## src/rtl/pwm_pair_pkg.sv

```systemverilog
package pwm_pair_pkg;
  localparam int NCH    = 2;
  localparam int ADDR_W = 3;
  localparam int EXP_W  = 4;
  localparam int SEL_W  = 2;

  typedef enum logic [ADDR_W-1:0] {
    ADR_CFG  = 3'd0,
    ADR_EN   = 3'd1,
    ADR_CTL0 = 3'd2,
    ADR_PER0 = 3'd3,
    ADR_CTL1 = 3'd4,
    ADR_PER1 = 3'd5,
    ADR_CNT0 = 3'd6,
    ADR_CNT1 = 3'd7
  } reg_addr_e;

  typedef struct packed {
    logic [EXP_W-1:0] exp_m;
    logic             gate;
    logic [SEL_W-1:0] sel;
  } clk_cfg_t;
endpackage

```

## src/rtl/pwm_clk_stage.sv

```systemverilog
module pwm_clk_stage
  import pwm_pair_pkg::*;
#(
  parameter int MAX_EXP = 8
) (
  input  logic             clk,
  input  logic             rst,
  input  logic [1:0]       src_ce,
  input  logic [SEL_W-1:0] sel,
  input  logic             gate,
  input  logic [EXP_W-1:0] exp_m,
  output logic             tick
);
  localparam int DIV_W = (MAX_EXP < 1) ? 1 : MAX_EXP;

  logic             sel_ce;
  logic [EXP_W-1:0] exp_eff;
  logic [DIV_W-1:0] mask;
  logic [DIV_W-1:0] div_q;
  logic             tick_q;

  always_comb begin
    case (sel)
      2'd0:    sel_ce = src_ce[0];
      2'd1:    sel_ce = src_ce[1];
      default: sel_ce = 1'b0;
    endcase
  end

  always_comb begin
    if (32'(exp_m) > MAX_EXP) exp_eff = EXP_W'(MAX_EXP);
    else                      exp_eff = exp_m;
    mask = ~({DIV_W{1'b1}} << exp_eff);
  end

  always_ff @(posedge clk) begin
    if (rst) begin
      div_q  <= '0;
      tick_q <= 1'b0;
    end else begin
      tick_q <= gate & sel_ce & ((div_q & mask) == mask);
      if (!gate)       div_q <= '0;
      else if (sel_ce) div_q <= div_q + 1'b1;
    end
  end

  assign tick = tick_q;
endmodule

```

## src/rtl/pwm_chan.sv

```systemverilog
module pwm_chan #(
  parameter int CNT_W = 16,
  parameter int PSC_W = 8
) (
  input  logic             clk,
  input  logic             rst,
  input  logic             tick,
  input  logic             en,
  input  logic [PSC_W-1:0] psc,
  input  logic             act_hi,
  input  logic [CNT_W-1:0] ent,
  input  logic [CNT_W-1:0] act,
  output logic [CNT_W-1:0] cnt,
  output logic             pwm
);
  logic [PSC_W-1:0] pcnt_q;
  logic [CNT_W-1:0] cnt_q;
  logic [CNT_W-1:0] ent_sh;
  logic [CNT_W-1:0] act_sh;
  logic             pwm_q;
  logic             ptick;
  logic             last;
  logic             wrap;

  assign ptick = en & tick & (pcnt_q >= psc);
  assign last  = ({1'b0, cnt_q} + 1'b1) >= {1'b0, ent_sh};
  assign wrap  = ptick & last;

  always_ff @(posedge clk) begin
    if (rst) begin
      pcnt_q <= '0;
      cnt_q  <= '0;
      ent_sh <= '0;
      act_sh <= '0;
      pwm_q  <= 1'b0;
    end else if (!en) begin
      pcnt_q <= '0;
      cnt_q  <= '0;
      ent_sh <= ent;
      act_sh <= act;
      pwm_q  <= ~act_hi;
    end else begin
      if (tick) pcnt_q <= ptick ? '0 : pcnt_q + 1'b1;
      if (ptick) cnt_q <= last ? '0 : cnt_q + 1'b1;
      if (wrap) begin
        ent_sh <= ent;
        act_sh <= act;
      end
      pwm_q <= (cnt_q < act_sh) ? act_hi : ~act_hi;
    end
  end

  assign cnt = cnt_q;
  assign pwm = pwm_q;


  off_level_chk: assert property (@(posedge clk) disable iff (rst)
    !en |=> (pwm_q == !$past(act_hi)) && (cnt_q == '0));

  cnt_range_chk: assert property (@(posedge clk) disable iff (rst)
    (en && ent_sh != '0) |-> (cnt_q < ent_sh));

  cnt_hold_chk: assert property (@(posedge clk) disable iff (rst)
    (en && !ptick) |=> $stable(cnt_q));

  shadow_hold_chk: assert property (@(posedge clk) disable iff (rst)
    (en && !wrap) |=> $stable(ent_sh) && $stable(act_sh));

  zero_act_chk: assert property (@(posedge clk) disable iff (rst)
    (en && act_sh == '0) |=> (pwm_q == !$past(act_hi)));

  full_act_chk: assert property (@(posedge clk) disable iff (rst)
    (en && ent_sh != '0 && act_sh >= ent_sh) |=> (pwm_q == $past(act_hi)));
endmodule

```

## src/rtl/pwm_regs.sv

```systemverilog
module pwm_regs
  import pwm_pair_pkg::*;
#(
  parameter int CNT_W  = 16,
  parameter int PSC_W  = 8,
  parameter int DATA_W = 32
) (
  input  logic                       clk,
  input  logic                       rst,
  input  logic                       wr_en,
  input  logic [ADDR_W-1:0]          wr_addr,
  input  logic [DATA_W-1:0]          wr_data,
  input  logic [ADDR_W-1:0]          rd_addr,
  input  logic [NCH-1:0][CNT_W-1:0]  cnt,
  output clk_cfg_t                   cfg,
  output logic [NCH-1:0]             chan_en,
  output logic [NCH-1:0][PSC_W-1:0]  psc,
  output logic [NCH-1:0]             act_hi,
  output logic [NCH-1:0][CNT_W-1:0]  ent,
  output logic [NCH-1:0][CNT_W-1:0]  act,
  output logic [DATA_W-1:0]          rd_data
);
  localparam int CTL_W = PSC_W + 1;
  localparam int PER_W = 2 * CNT_W;

  clk_cfg_t                  cfg_q;
  logic [NCH-1:0]            en_q;
  logic [NCH-1:0][CTL_W-1:0] ctl_q;
  logic [NCH-1:0][PER_W-1:0] per_q;
  logic [DATA_W-1:0]         rd_q;
  logic [DATA_W-1:0]         rd_mux;

  always_ff @(posedge clk) begin
    if (rst) begin
      cfg_q <= '0;
      en_q  <= '0;
    end else if (wr_en) begin
      if (wr_addr == ADR_CFG)
        cfg_q <= '{exp_m: wr_data[7:4], gate: wr_data[2], sel: wr_data[1:0]};
      if (wr_addr == ADR_EN)
        en_q <= wr_data[NCH-1:0];
    end
  end

  for (genvar ch = 0; ch < NCH; ch++) begin : g_ch
    localparam logic [ADDR_W-1:0] CTL_ADR = ADDR_W'(2 + 2 * ch);
    localparam logic [ADDR_W-1:0] PER_ADR = ADDR_W'(3 + 2 * ch);

    always_ff @(posedge clk) begin
      if (rst) begin
        ctl_q[ch] <= CTL_W'(1) << PSC_W;
        per_q[ch] <= '0;
      end else if (wr_en) begin
        if (wr_addr == CTL_ADR) ctl_q[ch] <= wr_data[CTL_W-1:0];
        if (wr_addr == PER_ADR) per_q[ch] <= wr_data[PER_W-1:0];
      end
    end

    assign psc[ch]    = ctl_q[ch][PSC_W-1:0];
    assign act_hi[ch] = ctl_q[ch][PSC_W];
    assign ent[ch]    = per_q[ch][PER_W-1:CNT_W];
    assign act[ch]    = per_q[ch][CNT_W-1:0];
  end

  always_comb begin
    case (rd_addr)
      ADR_CFG:  rd_mux = DATA_W'({cfg_q.exp_m, 1'b0, cfg_q.gate, cfg_q.sel});
      ADR_EN:   rd_mux = DATA_W'(en_q);
      ADR_CTL0: rd_mux = DATA_W'(ctl_q[0]);
      ADR_PER0: rd_mux = DATA_W'(per_q[0]);
      ADR_CTL1: rd_mux = DATA_W'(ctl_q[1]);
      ADR_PER1: rd_mux = DATA_W'(per_q[1]);
      ADR_CNT0: rd_mux = DATA_W'(cnt[0]);
      default:  rd_mux = DATA_W'(cnt[1]);
    endcase
  end

  always_ff @(posedge clk) begin
    if (rst) rd_q <= '0;
    else     rd_q <= rd_mux;
  end

  assign cfg     = cfg_q;
  assign chan_en = en_q;
  assign rd_data = rd_q;
endmodule

```

## src/rtl/pwm_pair.sv

```systemverilog
module pwm_pair
  import pwm_pair_pkg::*;
#(
  parameter int CNT_W   = 16,
  parameter int PSC_W   = 8,
  parameter int MAX_EXP = 8,
  parameter int DATA_W  = 32
) (
  input  logic              clk,
  input  logic              rst,
  input  logic [1:0]        src_ce,
  input  logic              wr_en,
  input  logic [ADDR_W-1:0] wr_addr,
  input  logic [DATA_W-1:0] wr_data,
  input  logic [ADDR_W-1:0] rd_addr,
  output logic [DATA_W-1:0] rd_data,
  output logic [NCH-1:0]    pwm_out
);
  clk_cfg_t                  cfg;
  logic [NCH-1:0]            chan_en;
  logic [NCH-1:0][PSC_W-1:0] psc;
  logic [NCH-1:0]            act_hi;
  logic [NCH-1:0][CNT_W-1:0] ent;
  logic [NCH-1:0][CNT_W-1:0] act;
  logic [NCH-1:0][CNT_W-1:0] cnt;
  logic                      tick;

  pwm_regs #(.CNT_W(CNT_W), .PSC_W(PSC_W), .DATA_W(DATA_W)) u_regs (
    .clk(clk), .rst(rst), .wr_en(wr_en), .wr_addr(wr_addr), .wr_data(wr_data),
    .rd_addr(rd_addr), .cnt(cnt), .cfg(cfg), .chan_en(chan_en), .psc(psc),
    .act_hi(act_hi), .ent(ent), .act(act), .rd_data(rd_data)
  );

  pwm_clk_stage #(.MAX_EXP(MAX_EXP)) u_clk (
    .clk(clk), .rst(rst), .src_ce(src_ce), .sel(cfg.sel), .gate(cfg.gate),
    .exp_m(cfg.exp_m), .tick(tick)
  );

  for (genvar ch = 0; ch < NCH; ch++) begin : g_chan
    pwm_chan #(.CNT_W(CNT_W), .PSC_W(PSC_W)) u_chan (
      .clk(clk), .rst(rst), .tick(tick), .en(chan_en[ch] & cfg.gate),
      .psc(psc[ch]), .act_hi(act_hi[ch]), .ent(ent[ch]), .act(act[ch]),
      .cnt(cnt[ch]), .pwm(pwm_out[ch])
    );
  end
endmodule

```

## config.mk

```make
export PLATFORM = sky130hd
export DESIGN_NAME = pwm_pair
export DESIGN_NICKNAME = d
export VERILOG_FILES = /design/src/rtl/pwm_pair_pkg.sv /design/src/rtl/pwm_clk_stage.sv /design/src/rtl/pwm_chan.sv /design/src/rtl/pwm_regs.sv /design/src/rtl/pwm_pair.sv
export SDC_FILE = /design/constraint.sdc
export NUM_CORES = 1
export LEC_CHECK = 0
export ABC_CLOCK_PERIOD_IN_PS = 3490
export BUFFER_PORTS_ARGS = -buffer_cell sky130_fd_sc_hd__clkbuf_2
export CAP_MARGIN = 10
export CORE_MARGIN = 2
export CORE_UTILIZATION = 63
export CTS_BUF_LIST = sky130_fd_sc_hd__clkbuf_8
export DETAILED_ROUTE_END_ITERATION = 7
export PLACE_DENSITY_LB_ADDON = 0.25
export SLEW_MARGIN = 30
export SYNTH_ARGS = -nofsm -noshare
export SYNTH_HDL_FRONTEND = slang
export SYNTH_SLANG_ARGS = --single-unit
```

## constraint.sdc

```tcl
create_clock -name clk -period 3.49 [get_ports clk]
set_input_delay 0.349 -clock clk [delete_from_list [all_inputs] [get_ports clk]]
set_output_delay 0.349 -clock clk [all_outputs]
set_load 0.02 [all_outputs]
```

======== After elaboration in Yosys (flattened, before gate mapping) ========
Index checks and enable logic that the tools add are counted.
storage, ports and cells
  register bits ........................... 246
  latch bits .............................. 0
  memory bits (writable) .................. 0
  bits in read-only memories .............. 0
  input port bits ......................... 43
  memories ................................ 0
operators by class
  $add $sub $neg .......................... 7
  $mul .................................... 0
  div/mod/pow operators ................... 0
  order comparisons ....................... 7
  equality and inequality tests ........... 15
  shifts and indexed selects .............. 1
  multiplexer cells ....................... 19
  bitwise logic cells ..................... 17
  reduce and logical (&&, ||, !) cells .... 12
operator list
  operator                                                            count
  32-bit case mux with 7 select lines                                 1
  16-bit two-way mux                                                  10
  16-bit by 1-bit adder with 17-bit output (second input constant)    2
  17-bit by 16-bit greater-or-equal comparator with 1-bit output      2
  16-bit by 1-bit adder with 16-bit output (second input constant)    2
  16-bit less-than comparator                                         2
  8-bit by 1-bit adder with 8-bit output (second input constant)      3
  8-bit greater-or-equal comparator                                   2
  8-bit two-way mux                                                   2
  3-bit == test (second input constant)                               5
  3-bit by 2-bit == test with 1-bit output (second input constant)    4
  2-bit AND reduction                                                 6
  1-bit bitwise AND                                                   10
  8-bit bitwise AND                                                   1
  8-bit == test                                                       1
  8-bit inverter                                                      1
  8-bit by 4-bit << shifter with 8-bit output (first input constant)  1
  3-bit by 1-bit == test with 1-bit output (second input constant)    2
  3-bit zero test                                                     2
  2-bit OR reduction                                                  3
  1-bit inverter                                                      5
  4-bit > comparator (second input constant)                          1
  1-bit two-way mux                                                   4
  4-bit two-way mux                                                   1
  4 further kinds                                                     5

======== Depth between registers and ports, before layout ========
  depth in word-level cells ............... 7
  mapped depth ............................ 15
  mapped depth without buffers ............ 13

======== Modules after synthesis ========
From an unflattened synthesis, not the netlist that was laid out.
unflattened totals
  cells, all modules ...................... 1817
  area, all modules ....................... 14218.6 um2
modules (own cells, without submodules)
  module                        instances  cells each  area each (um2)
  pwm_regs                      1          614         4972.3
  pwm_chan at g_chan[1].u_chan  1          576         4415.5
  pwm_chan at g_chan[0].u_chan  1          566         4329.2
  pwm_clk_stage                 1          59          489.2
  pwm_pair                      1          2           12.5

======== Worst setup path after synthesis ========
Ideal clock, no wire load.
  path type ............................... reg-to-reg
  start ................................... register g_chan[1].u_chan.cnt_q[3]
  end ..................................... register g_chan[1].u_chan.cnt_q[3]
  library setup time ...................... 0.120 ns
  arrival ................................. 3.037 ns
  data required time ...................... 3.370 ns
  setup slack ............................. 0.334 ns
  cell stages (with the launch flop) ...... 14
  buffers on the path ..................... 2
  period minus slack after synthesis ...... 3.156 ns
  path through ............................ dfxtp_1 clkbuf_1 nand3_1 nor2_1 nand3_1 xnor2_1 ha_1 nand4_1 o41ai_1 a211oi_1 nand4b_1 buf_2 nor2_1 a211o_1
on the way
  longest elaborated chain between the ends .. 3
RTL lines
  what                                                            line            source
  from (decl)                                                     pwm_chan.sv:17  logic [CNT_W-1:0] cnt_q;
  from (signal assigned)                                          pwm_chan.sv:44  if (ptick) cnt_q <= last ? '0 : cnt_q + 1'b1;
  16-bit by 1-bit adder with 17-bit output                        pwm_chan.sv:26  assign last = ({1'b0, cnt_q} + 1'b1) >= {1'b0, ent_sh};
  17-bit by 16-bit greater-or-equal comparator with 1-bit output  pwm_chan.sv:26
  16-bit two-way mux (*)                                          pwm_chan.sv:44
Mark *: on every way between the ends. The rest lies on a longest branch, timed or not.
A chain may end at the register's enable or synchronous reset.

======== Worst setup path after layout ========
  start ................................... register g_chan[1].u_chan.cnt_q[0]
  end ..................................... register g_chan[1].u_chan.cnt_q[14]
Same word-level chain as after synthesis.

==> key figures <==
Outcome
  • Status: finished clean

STA
  • Hold_ws: between 0.04 and 0.05 ns
  • Final Hold Fails: 0
  • Slew at the pin with the worst max-slew slack: 0.7374 ns
  • Tmin final: about 3.3 ns
  • Max frequency: between 300 and 400 MHz
  • Worst rel slew slack: 0.4957
  • Clock skew: ~0.023 ns
  • Pins Over Slew Limit: 0
  • Final Setup Violations: 0
  • Final period util: 0.9530

Logic synthesis
  • Synth Register Bits: 246
  • Mapped Cells: approximately 1600
  • Top cell type by total area after synthesis: dfxtp_1
  • Avg Inst Size Synth: approximately 8.3 µm²
  • Ys flop type: dfxtp_1
  • Post-synth top area share: 0.3804
  • Syn Std Cell Area: roughly 0.013 mm²
  • Syn nets: approximately 1700
  • Synth top cells by count: nand2_1 (256), dfxtp_1 (246), a21oi_1 (121)
  • Post-synthesis cell type count: between 60 and 70
  • Area contributors post-synth: dfxtp_1 (38%), ha_1 (8.0%), nand2_1 (7.4%)
  • Number of synthesized flops with an enable pin: 0
  • Ys async rst share: 0
  • Seq/Total Area, Yosys: 0.3804
  • Count leader, synth: nand2_1
  • Yosys warning count: 0

Die
  • Initial Util: 0.6419
  • Chip height: around 150 µm
  • Full die area: ~0.022 mm²
  • Core ar.: 0.02017 mm²
  • # IOs: between 70 and 80
  • Die X: between 100 and 150 µm
  • Row count: 52

Place
  • Placed cells: 1852
  • Number of buffers added on ports: 76
  • Post-DP HPWL: between 20000 and 25000 µm
  • GP Congestion: 0.8979

Route
  • DRT iter0 DRCs: between 800 and 900
  • DR vias: between 10000 and 15000
  • Via/cell ratio: 5.835
  • Router iterations before antenna repair: 8
  • DRC: 0
  • DR WL/cell: 17.26 µm
  • Total wire length: 33350 µm
  • ANT nets after route: 0

Worst setup path
  • R2R Setup Slk: roughly 0.16 ns
  • Crit-path cells: ha_2, nand4_1, nor2_2, nand2_1, xnor2_1, ha_1, nand4_1, o41ai_2, a211oi_1, nand4b_1, buf_4, o21ai_0, a22o_1
  • Worst Setup End Kind: flip-flop
  • Critical Path RT: about 3.9 ns
  • Largest stage delay, worst path: 0.43 ns
  • CP Max Fanout: 16
  • Master of the slowest instance on the critical path: o41ai_2
  • Critical Path AT: about 3.7 ns
  • Critical path class: reg2reg
  • Most frequent CP cell: nand4_1
  • CP startpoint kind: flip-flop

Power and ir drop
  • Peak supply drop: roughly 0.36 mV
  • Pwr dens: roughly 410 mW/mm²
  • P_leak: 5.525 nW

CTS
  • Clock Sink Count: ~250
  • Clock buffer depth: 3
  • Num CTS Buffers: 41
  • CTS root buffer: clkbuf_8
  • CTS tree: built
  • Worst-skew pair later-pin latency: between 0.5 and 0.6 ns
  • H-tree Lvls: 2
  • Clock slew at reported path FFs: approximately 0.07 ns

Layout
  • Fill cells: about 1600
  • Area grow syn2layout: 12.47%
  • Final net count: between 1500 and 2000
  • Storage cell area: a little under 0.005 mm²
  • Final cell count without fillers: between 1500 and 2000
  • Area of the multi-input gates: around 0.0073 mm²
  • Share of post-route cells with drive strength above 1: 0.1522
  • Antenna Cells: 0

Global routing
  • First-pass GRT wire length: 53950 µm
  • GRT Residual Overflow: 0
  • Initial antenna violation count: 0
  • Largest net degree at the start of global routing: 83
  • Vias in the first global route: ~11000
  • GRT Total Usage: 0.3047

Job
  • Max Cap Violations: 0

Worst hold path
  • Hold crit path type: in2reg
[cell families after synthesis]
family          count (synthesis)  synth area share
buf+inv                       173           0.05904
xor+xnor                       46           0.03112
mux                            85           0.06803
fa+ha+maj                      83           0.08021
simple gates                  644            0.2489
flops                         246            0.3804
compound gates                278            0.1323
[critical path, delay by kind of cell, from the launching register on]
kind,cells,cell delay (ns)
AND/OR/NAND/NOR,5,0.93
XOR/XNOR,1,0.16
adder cells (fa/ha/maj),2,0.58
buffers and inverters,1,0.25
flip-flops,1,0.40
AO/OA/AOI/OAI,4,0.89
[layout make-up]
class,count,area share
multi-input cells,1136,0.5022
flip-flops and latches,246,0.3383
repair buffers,121,0.05267
clock buffers,55,0.05198
well taps,270,0.02320
inverters,83,0.02140
clock inverters,21,0.01023
[state kept, by name (all words and copies together) (netlist names), 16 cells and up]
| signal | flops |
|---|---|
| u_regs.ent | 32 |
| u_regs.psc | 16 |
| g_chan.u_chan.cnt | 32 |
| u_regs.rd_data | 32 |
| g_chan.u_chan.ent_sh | 32 |
| g_chan.u_chan.act_sh | 32 |
| g_chan.u_chan.pcnt_q | 16 |
| u_regs.act | 32 |
[stage by stage]
| stage | total power (W) | setup slack, ns | cell area, µm² | utilization | TNS (ns) |
|---|---|---|---|---|---|
| after detailed placement | 0.003266 | -0.04081 | 13570 | 0.6730 | -0.09103 |
| final | 0.005970 | 0.1641 | 14560 | 0.7220 | 0 |
| after CTS | 0.005987 | 0.03284 | 14480 | 0.7181 | 0 |
| after global routing | 0.006164 | -0.002387 | 14560 | 0.7220 | -0.002387 |
| after floorplan | 0.003144 | 0.3338 | 12950 | - | 0 |
| after global placement | 0.003258 | 0.08980 | 13570 | 0.6730 | 0 |
[per-layer routing]
metal / up-vias / wire length, µm / global-route usage
li1: 5452 / - / -
met1: 5282 / 14210 / 0.4004
met2: 458 / 15640 / 0.5051
met3: 81 / 2402 / 0.04907
met4: 0 / 1094 / 0.1183
met5: - / 0 / 0
[timing repair]
action / in CTS / in global routing
pin swaps: 0 / 4
setup buffers: 0 / 3
cloned: 0 / 1
hold buffers: 0 / 0
resized for setup: 1 / 9
endpoints found under the setup margin: 11 / 92
[report_power, final]
group	internal [W]	switching [W]	total, W
Clock	0.00156	0.00119	0.00276
Combinational	0.000115	0.000222	0.000337
Sequential	0.00285	0.0000294	0.00288
Total	0.00453	0.00144	0.00597
[cell usage in the layout (no fill, tap or decap), types with 3 or more instances in the layout]
| cell | count |
|---|---|
| ha_1 | 81 |
| o22ai_1 | 6 |
| xor2_1 | 22 |
| nand2b_1 | 80 |
| clkinv_2 | 3 |
| nand2_1 | 256 |
| a222oi_1 | 3 |
| xnor2_1 | 24 |
| a221oi_1 | 3 |
| mux2_2 | 4 |
| buf_4 | 42 |
| a21o_1 | 11 |
| nor2_1 | 100 |
| a22oi_1 | 25 |
| or2b_1 | 22 |
| nor2b_1 | 14 |
| a2111oi_0 | 4 |
| dfxtp_1 | 245 |
| or2b_2 | 38 |
| a21oi_1 | 120 |
| o211ai_1 | 16 |
| nand4_1 | 23 |
| clkbuf_8 | 55 |
| nor3_1 | 27 |
| nand3_1 | 35 |
| a211oi_1 | 9 |
| inv_1 | 96 |
| or2_2 | 4 |
| a22o_1 | 10 |
| clkbuf_2 | 75 |
| and4_1 | 4 |
| nor4_1 | 10 |
| mux2i_1 | 79 |
| and3_1 | 8 |
| nor2_2 | 5 |
| nand3b_1 | 3 |
| o21ai_0 | 51 |
[path summary, 6_finish.rpt]
| path | start | to | cells after the start |
|---|---|---|---|
| worst min register to register | u_regs.psc[10]$_SDFFE_PP0P_ | u_regs.psc[10]$_SDFFE_PP0P_ | 2 |
| worst max register to register | g_chan[1].u_chan.cnt[0]$_SDFFE_PP0P_ | g_chan[1].u_chan.cnt[14]$_SDFFE_PP0P_ | 13 |
| worst min-delay path | wr_data[28] | u_regs.ent[12]$_SDFFE_PP0P_ | 3 |
| worst max-delay path | g_chan[1].u_chan.cnt[0]$_SDFFE_PP0P_ | g_chan[1].u_chan.cnt[14]$_SDFFE_PP0P_ | 13 |
No activity file was read; power rests on OpenSTA's default activity.
